`config.mk`:
```
export PLATFORM = sky130hd
export DESIGN_NAME = wdog_dual_limit
export DESIGN_NICKNAME = d
export VERILOG_FILES = /design/src/rtl/wdog_pkg.sv /design/src/rtl/wdog_rst_sync.sv /design/src/rtl/wdog_limit_cmp.sv /design/src/rtl/wdog_stat_reg.sv /design/src/rtl/wdog_dual_limit.sv
export SDC_FILE = /design/constraint.sdc
export NUM_CORES = 1
export LEC_CHECK = 0
export CORE_UTILIZATION = 47
export DETAILED_ROUTE_END_ITERATION = 12
export HOLD_SLACK_MARGIN = 0.05
export MAX_ROUTING_LAYER = met4
export PLACE_DENSITY = 0.86
export SLEW_MARGIN = 20
export SYNTH_ARGS = -nofsm -noshare
export SYNTH_HDL_FRONTEND = slang
export SYNTH_SLANG_ARGS = --single-unit
```
`constraint.sdc`:
```
create_clock -name clk -period 1.6 [get_ports clk]
set_clock_uncertainty 0.2 [all_clocks]
set_input_delay 0.16 -clock clk [delete_from_list [all_inputs] [get_ports clk]]
set_output_delay 0.16 -clock clk [all_outputs]
set_load 0.01 [all_outputs]
```
`src/rtl/wdog_pkg.sv`:
```
package wdog_pkg;
  localparam int unsigned WD_DATA_W  = 13;
  localparam int unsigned WD_INSTR_W = 3;
  localparam int unsigned WD_N_LIM   = 2;

  typedef enum logic {
    STEP_LIM1 = 1'b0,
    STEP_LIM2 = 1'b1
  } wd_step_e;
endpackage

```
`src/rtl/wdog_rst_sync.sv`:
```
module wdog_rst_sync (
  input  logic clk,
  input  logic rst_n,
  output logic rst_s
);
  logic [1:0] sync_q;

  always_ff @(posedge clk or negedge rst_n) begin
    if (!rst_n) sync_q <= 2'b00;
    else        sync_q <= {sync_q[0], 1'b1};
  end

  assign rst_s = sync_q[1];
endmodule

```
`src/rtl/wdog_limit_cmp.sv`:
```
module wdog_limit_cmp #(
  parameter int unsigned DATA_W = 13
) (
  input  logic signed [DATA_W-1:0] smp,
  input  logic signed [DATA_W-1:0] lim,
  input  logic                     above,
  output logic                     viol
);
  logic gt, lt;

  always_comb begin
    gt   = (smp > lim);
    lt   = (smp < lim);
    viol = above ? gt : lt;
  end
endmodule

```
`src/rtl/wdog_stat_reg.sv`:
```
module wdog_stat_reg #(
  parameter int unsigned STAT_W = 16
) (
  input  logic              clk,
  input  logic              rst_s,
  input  logic [STAT_W-1:0] set_vec,
  input  logic              clr,
  output logic [STAT_W-1:0] q
);
  logic [STAT_W-1:0] stat_q, stat_d;
  logic              stat_en;

  always_comb begin
    stat_en = clr || (set_vec != '0);
    stat_d  = (clr ? '0 : stat_q) | set_vec;
  end

  always_ff @(posedge clk or negedge rst_s) begin
    if (!rst_s)       stat_q <= '0;
    else if (stat_en) stat_q <= stat_d;
  end

  assign q = stat_q;

  // bits are sticky while no read is pending
  assert_sticky_R7: assert property (@(posedge clk) disable iff (!rst_s)
    !clr |=> ((stat_q & $past(stat_q)) == $past(stat_q)));

  // a read with no new violation empties the register
  assert_read_clear_R8: assert property (@(posedge clk) disable iff (!rst_s)
    (clr && set_vec == '0) |=> (stat_q == '0));

  // a set request always shows up after the edge
  assert_set_visible_R7: assert property (@(posedge clk) disable iff (!rst_s)
    (set_vec != '0) |=> ((stat_q & $past(set_vec)) == $past(set_vec)));
endmodule

```
`src/rtl/wdog_dual_limit.sv`:
```
module wdog_dual_limit
  import wdog_pkg::*;
#(
  parameter int unsigned DATA_W  = WD_DATA_W,
  parameter int unsigned INSTR_W = WD_INSTR_W
) (
  input  logic                      clk,
  input  logic                      rst_n,
  input  logic                      smp_vld,
  input  logic                      smp_step,
  input  logic signed [DATA_W-1:0]  smp_data,
  input  logic signed [DATA_W-1:0]  lim1_val,
  input  logic                      lim1_above,
  input  logic signed [DATA_W-1:0]  lim2_val,
  input  logic                      lim2_above,
  input  logic [INSTR_W-1:0]        instr_num,
  input  logic                      stat_rd,
  output logic                      wd_event,
  output logic [2*(1<<INSTR_W)-1:0] stat_q
);
  localparam int unsigned N_LIM   = WD_N_LIM;
  localparam int unsigned N_INSTR = 1 << INSTR_W;
  localparam int unsigned STAT_W  = N_LIM * N_INSTR;

  logic                     rst_s;
  logic signed [DATA_W-1:0] lim_arr [N_LIM];
  logic [N_LIM-1:0]         dir_vec;
  logic [N_LIM-1:0]         viol_vec;
  logic [STAT_W-1:0]        set_vec;
  logic                     sel_viol;
  logic                     evt_d, evt_q;

  wdog_rst_sync u_rst (
    .clk   (clk),
    .rst_n (rst_n),
    .rst_s (rst_s)
  );

  assign lim_arr[0] = lim1_val;
  assign lim_arr[1] = lim2_val;
  assign dir_vec    = {lim2_above, lim1_above};

  for (genvar g = 0; g < N_LIM; g++) begin : g_lim
    wdog_limit_cmp #(.DATA_W(DATA_W)) u_cmp (
      .smp   (smp_data),
      .lim   (lim_arr[g]),
      .above (dir_vec[g]),
      .viol  (viol_vec[g])
    );
    for (genvar i = 0; i < N_INSTR; i++) begin : g_ins
      assign set_vec[g*N_INSTR + i] = smp_vld && (smp_step == 1'(g))
                                      && viol_vec[g]
                                      && (instr_num == INSTR_W'(i));
    end
  end

  always_comb begin
    sel_viol = (smp_step == STEP_LIM2) ? viol_vec[1] : viol_vec[0];
    evt_d    = smp_vld && sel_viol;
  end

  always_ff @(posedge clk or negedge rst_s) begin
    if (!rst_s) evt_q <= 1'b0;
    else        evt_q <= evt_d;
  end

  wdog_stat_reg #(.STAT_W(STAT_W)) u_stat (
    .clk     (clk),
    .rst_s   (rst_s),
    .set_vec (set_vec),
    .clr     (stat_rd),
    .q       (stat_q)
  );

  assign wd_event = evt_q;

  // no event unless a sample was presented one cycle earlier
  assert_evt_needs_vld_R6: assert property (@(posedge clk) disable iff (!rst_s)
    wd_event |-> $past(smp_vld));

  // equality on limit 1 never raises an event
  assert_eq_lim1_R4: assert property (@(posedge clk) disable iff (!rst_s)
    (smp_vld && !smp_step && smp_data == lim1_val) |=> !wd_event);

  // equality on limit 2 never raises an event
  assert_eq_lim2_R4: assert property (@(posedge clk) disable iff (!rst_s)
    (smp_vld && smp_step && smp_data == lim2_val) |=> !wd_event);

  // above-sense crossing on limit 1 raises the event
  assert_above_lim1_R2: assert property (@(posedge clk) disable iff (!rst_s)
    (smp_vld && !smp_step && lim1_above && smp_data > lim1_val) |=> wd_event);

  // below-sense crossing on limit 2 raises the event
  assert_below_lim2_R3: assert property (@(posedge clk) disable iff (!rst_s)
    (smp_vld && smp_step && !lim2_above && smp_data < lim2_val) |=> wd_event);

  // at most one status bit is requested per sample
  assert_one_set_R7: assert property (@(posedge clk) disable iff (!rst_s)
    $onehot0(set_vec));

  // an event is always backed by a status bit
  assert_evt_logged_R7: assert property (@(posedge clk) disable iff (!rst_s)
    wd_event |-> (stat_q != '0));
endmodule

```
==> impl_metrics.yaml, run 1 <==
placement:
  placed_cells: 333
  port-buffer-count: 65
  dp_hpwl_mm: 4.11
  routabilityCongestion: 0.776
synth:
  syn_inst: 195
  synth.largest_area_cell: "dfrtp_1"
  synth_compound_area_share_pct: 20.3
  yosysMostFrequentCell: "inv_1"
  synth_area_um2: 1660
  synth_mux_area_share_pct: 1.21
  synthFlopType: "dfrtp_1"
  syn_nets: 270
  async_flop_share_pct: 100
  synth_edf_count: 0
  synth_cell_type_count: 45
  yosys_warnings: 0
  synthSimpleGateAreaFrac_pct: 19.1
  synthAdderAreaFrac_pct: 19.6
  ys_seq_area_share_pct: 28.6
  synth_xor_area_share_pct: 0
  synth_top_family_by_area: "compound AO/OA/AOI/OAI gates"
  netlist_top_cells_count: "inv_1, ha_1, o22ai_1"
  avgSynthCellArea_um2: 8.51
  synth-seq-cells: 19
  netlist_top_cells_area: "dfrtp_1, ha_1, inv_1"
  synth_top_area_share_pct: 28.6
clock_tree:
  cts_made_buffers: 3
  clock_path_buffers: 2
  cts.sinks: 19
  root_buffer: "clkbuf_4"
  htreeDepth: 1
die:
  fp-row-count: 21
  io_pins: 66
  chipWidth_um: 61.4
  die_y_um: 61.4
  initial_core_util_pct: 49.4
run_status:
  run.stop_error: "[ERROR DPL-0038] Utilization greater than 100%, impossible to legalize"
  status: "stopped before the end"
  haltStage: "global routing (5_1_grt)"
sta:
  endpoint_type: "register data pin"
  grt-worst-endpoint: "u_stat.q[5]$_DFFE_PN0P_/D"
grt:
  grt_max_degree: 18
-- logic make-up after synthesis --
kind of cell,after synthesis
other cells,1
fa+ha+maj,26
mux,2
flops,19
simple gates,53
compound gates,48
buf+inv,46
-- what timing repair did --
| item | CTS |
|---|---|
| pin swaps | 49 |
| endpoints found under the hold margin | 2 |
| hold buffers | 1 |
| gates resized for setup | 198 |
| endpoints found under the setup margin | 17 |
| setup buffers | 10 |
-- through the flow --
stage,setup WS [ns],TNS (ns),instance area (µm²)
after CTS,-0.269,-2.98,3170
after detailed placement,-1.17,-18.40,2820
after global placement,-1.10,-17.53,2820
after floorplan,-0.363,-4.37,1910
==> run 2, diff against run 1 <==
CORE_UTILIZATION = 38   (was 47)
HOLD_SLACK_MARGIN = unset   (was 0.05)
MAX_ROUTING_LAYER = unset   (was met4)
PLACE_DENSITY = unset   (was 0.86)
PLACE_DENSITY_LB_ADDON = 0.15   (was unset)
==> run 2 against run 1 <==
  * The flow now finishes, with violations (negative setup slack)
  * Synthesized cell count unchanged
  * Area after synthesis unchanged
==> impl_metrics.yaml, run 2 <==
run_status:
  status: "finished, violations left"
  violations: "negative setup slack"
clock_tree:
  cts.sinks: 19
  clk_latency_ns: 0.25
  path_clk_slew_ns: 0.07
  cts_made_buffers: 3
  clock_path_buffers: 2
  htreeDepth: 1
  root_buffer: "clkbuf_8"
  cts_tree: "done"
die:
  die-area_um2: 4640
  chipWidth_um: 68.1
  fp-row-count: 23
  io_pins: 66
  die_y_um: 68.1
  coreArea_um2: 4090
  initial_core_util_pct: 40.6
finish:
  largest_reg_flops: 16
  fin_util_pct: 79.2
  final_common_cell: "buf_4"
  nets: 375
  areaGrowthSynthToFinish_pct: 95.0
  drive_gt1_share_pct: 54.2
  layout_common_cells: "buf_4, clkdlybuf4s50_1, ha_4, inv_1, dfrtp_1"
  diodes: 0
synth:
  synth_top_family_by_area: "compound AO/OA/AOI/OAI gates"
  synthSimpleGateAreaFrac_pct: 19.1
  synthAdderAreaFrac_pct: 19.6
  synth_mux_area_share_pct: 1.21
  avgSynthCellArea_um2: 8.51
  yosys_warnings: 0
  synth.largest_area_cell: "dfrtp_1"
  async_flop_share_pct: 100
  synth-seq-cells: 19
  netlist_top_cells_area: "dfrtp_1, ha_1, inv_1"
  yosysMostFrequentCell: "inv_1"
  netlist_top_cells_count: "inv_1, ha_1, o22ai_1"
  synth_cell_type_count: 45
  synth_area_um2: 1660
  syn_nets: 270
  synthFlopType: "dfrtp_1"
  ys_seq_area_share_pct: 28.6
  syn_inst: 195
  synth_top_area_share_pct: 28.6
  synth_xor_area_share_pct: 0
  synth_edf_count: 0
  synth_compound_area_share_pct: 20.3
grt:
  busiest_layer: "met2"
  antenna_found_initial: 0
  gr-usage-all-layers_pct: 22.1
  use_met2_pct: 39.2
  use_met1_pct: 28.0
  grt_pass1_wl_mm: 7.94
  grt-ovfl-total: 0
  grt_pass1_vias: 1884
  use_met3_pct: 4.00
  grt_max_degree: 18
sta:
  fin_crit_ns: 1.96
  worst_pin_slew_ns: 0.690
  rsz0062_at_grt: "yes"
  relSlewSlack_pct: 54.0
  period_share_pct: 123
  fmax_mhz: 510
  setup_viol: 17
  maxSlewViolCount: 0
  hold_viol: 0
  postLayoutSetupSlackWorst_ns: -0.360
  fin_tns_setup_ns: -5.69
route:
  vias: 1864
  firstDrtPassIters: 4
  wirelength_mm: 5.36
  drcViolationCount: 0
  dr.first_iter.drc_count: 92
  vias_per_cell: 5.34
  wire_per_inst_um: 15.4
  antenna_left: 0
critical_path:
  crit_path_max_fanout: 3
  startpoint: "smp_data[6]"
  critPathArrivalTime_ns: 1.87
  path_class: "in2reg"
  endpoint_kind: "flip-flop"
  worst_ep_required_time_ns: 1.51
  crit-reg2reg-launch: "u_rst.sync_q[1]"
  startpoint_type: "input port"
flow_run:
  drv_cap: 0
pwr:
  powerDensity_nw_per_um2: 475
  p_leak_nw: 1.39
  vdd_drop_max_mv: 0.588
placement:
  dp_slack_ns: -1.14
  routabilityCongestion: 0.852
  dp_hpwl_mm: 3.54
  port-buffer-count: 65
worst_hold_path:
  hold_path_class: "reg2async"
run 2: final timing paths:
check / to / slack, ns / depth (start not counted)
max: wd_event / -0.36 / 10
min: wd_event / 0.09 / 0
max reg2reg: u_stat.q[0] / 0.68 / 0
min reg2reg: wd_event / 0.09 / 0
max in group asynchronous: u_rst.sync_q[1] / 0.68 / 2
min in group clk: u_rst.sync_q[1] / 0.15 / 0
run 2: metrics by stage:
stage / hold WS, ns / area, µm² / power, mW / std cells
2_1_floorplan: -0.336 / 1910 / 0.788 / 195
6_report: 0.0870 / 3240 / 1.54 / 349
3_5_place_dp: 0.0943 / 2780 / 1.07 / 331
5_1_grt: 0.144 / 3240 / 1.63 / 349
3_3_place_gp: 0.0908 / 2780 / 1.07 / 331
4_1_cts: 0.0987 / 3080 / 1.47 / 343
run 2: cell families after synthesis:
logic type | count (synthesis)
compound gates | 48
fa+ha+maj | 26
buf+inv | 46
flops | 19
mux | 2
other cells | 1
simple gates | 53
run 2: cell type report:
class                   count  area, µm²
clock buffers               4       45.0
fillers                   254        850
inverters                  44        218
multi-input cells         130       1550
flip-flops and latches     19        475
well taps                  50       62.6
repair buffers            102        887
run 2: metal layers:
metal	up-vias	part of all wire [%]
li1	900	-
met1	893	41
met2	64	53
met3	7	5.2
met4	0	1.1
met5	-	0
run 2: repair_timing:
item                                   in CTS  in global routing
setup buffers                               7                  7
hold buffers                                1                  0
setup endpoints to repair                  17                 17
pin swaps                                  36                 18
endpoints found under the hold margin       2                  0
gates resized for setup                   174                 42
run 2: report_power, final:
group | total [mW] | switching (mW) | internal (mW)
logic | 0.697 | 0.320 | 0.377
clock network | 0.324 | 0.147 | 0.177
registers | 0.517 | 0.0172 | 0.500
total | 1.54 | 0.484 | 1.05
run 2: worst max-delay path, cell delays in order:
cell and delay, ns:
buf_2 0.13, buf_4 0.14, ha_4 0.24, a21oi_1 0.20, nor2_2 0.06, a211oi_1 0.24, o211ai_1 0.23, buf_4 0.21
o21ai_0 0.10, nand3_1 0.16
No activity file was read; power rests on OpenSTA's default activity.
==> run 3, diff against run 2 <==
ABC_CLOCK_PERIOD_IN_PS = 1600   (was unset)
==> results of run 3 <==
The final DEF is identical to that of run 2; final timing and power are the same.
==> run 4, diff against run 3 <==
GPL_ROUTABILITY_DRIVEN = 1   (was unset)
==> results of run 4 <==
The final DEF is identical to that of run 2; final timing and power are the same.
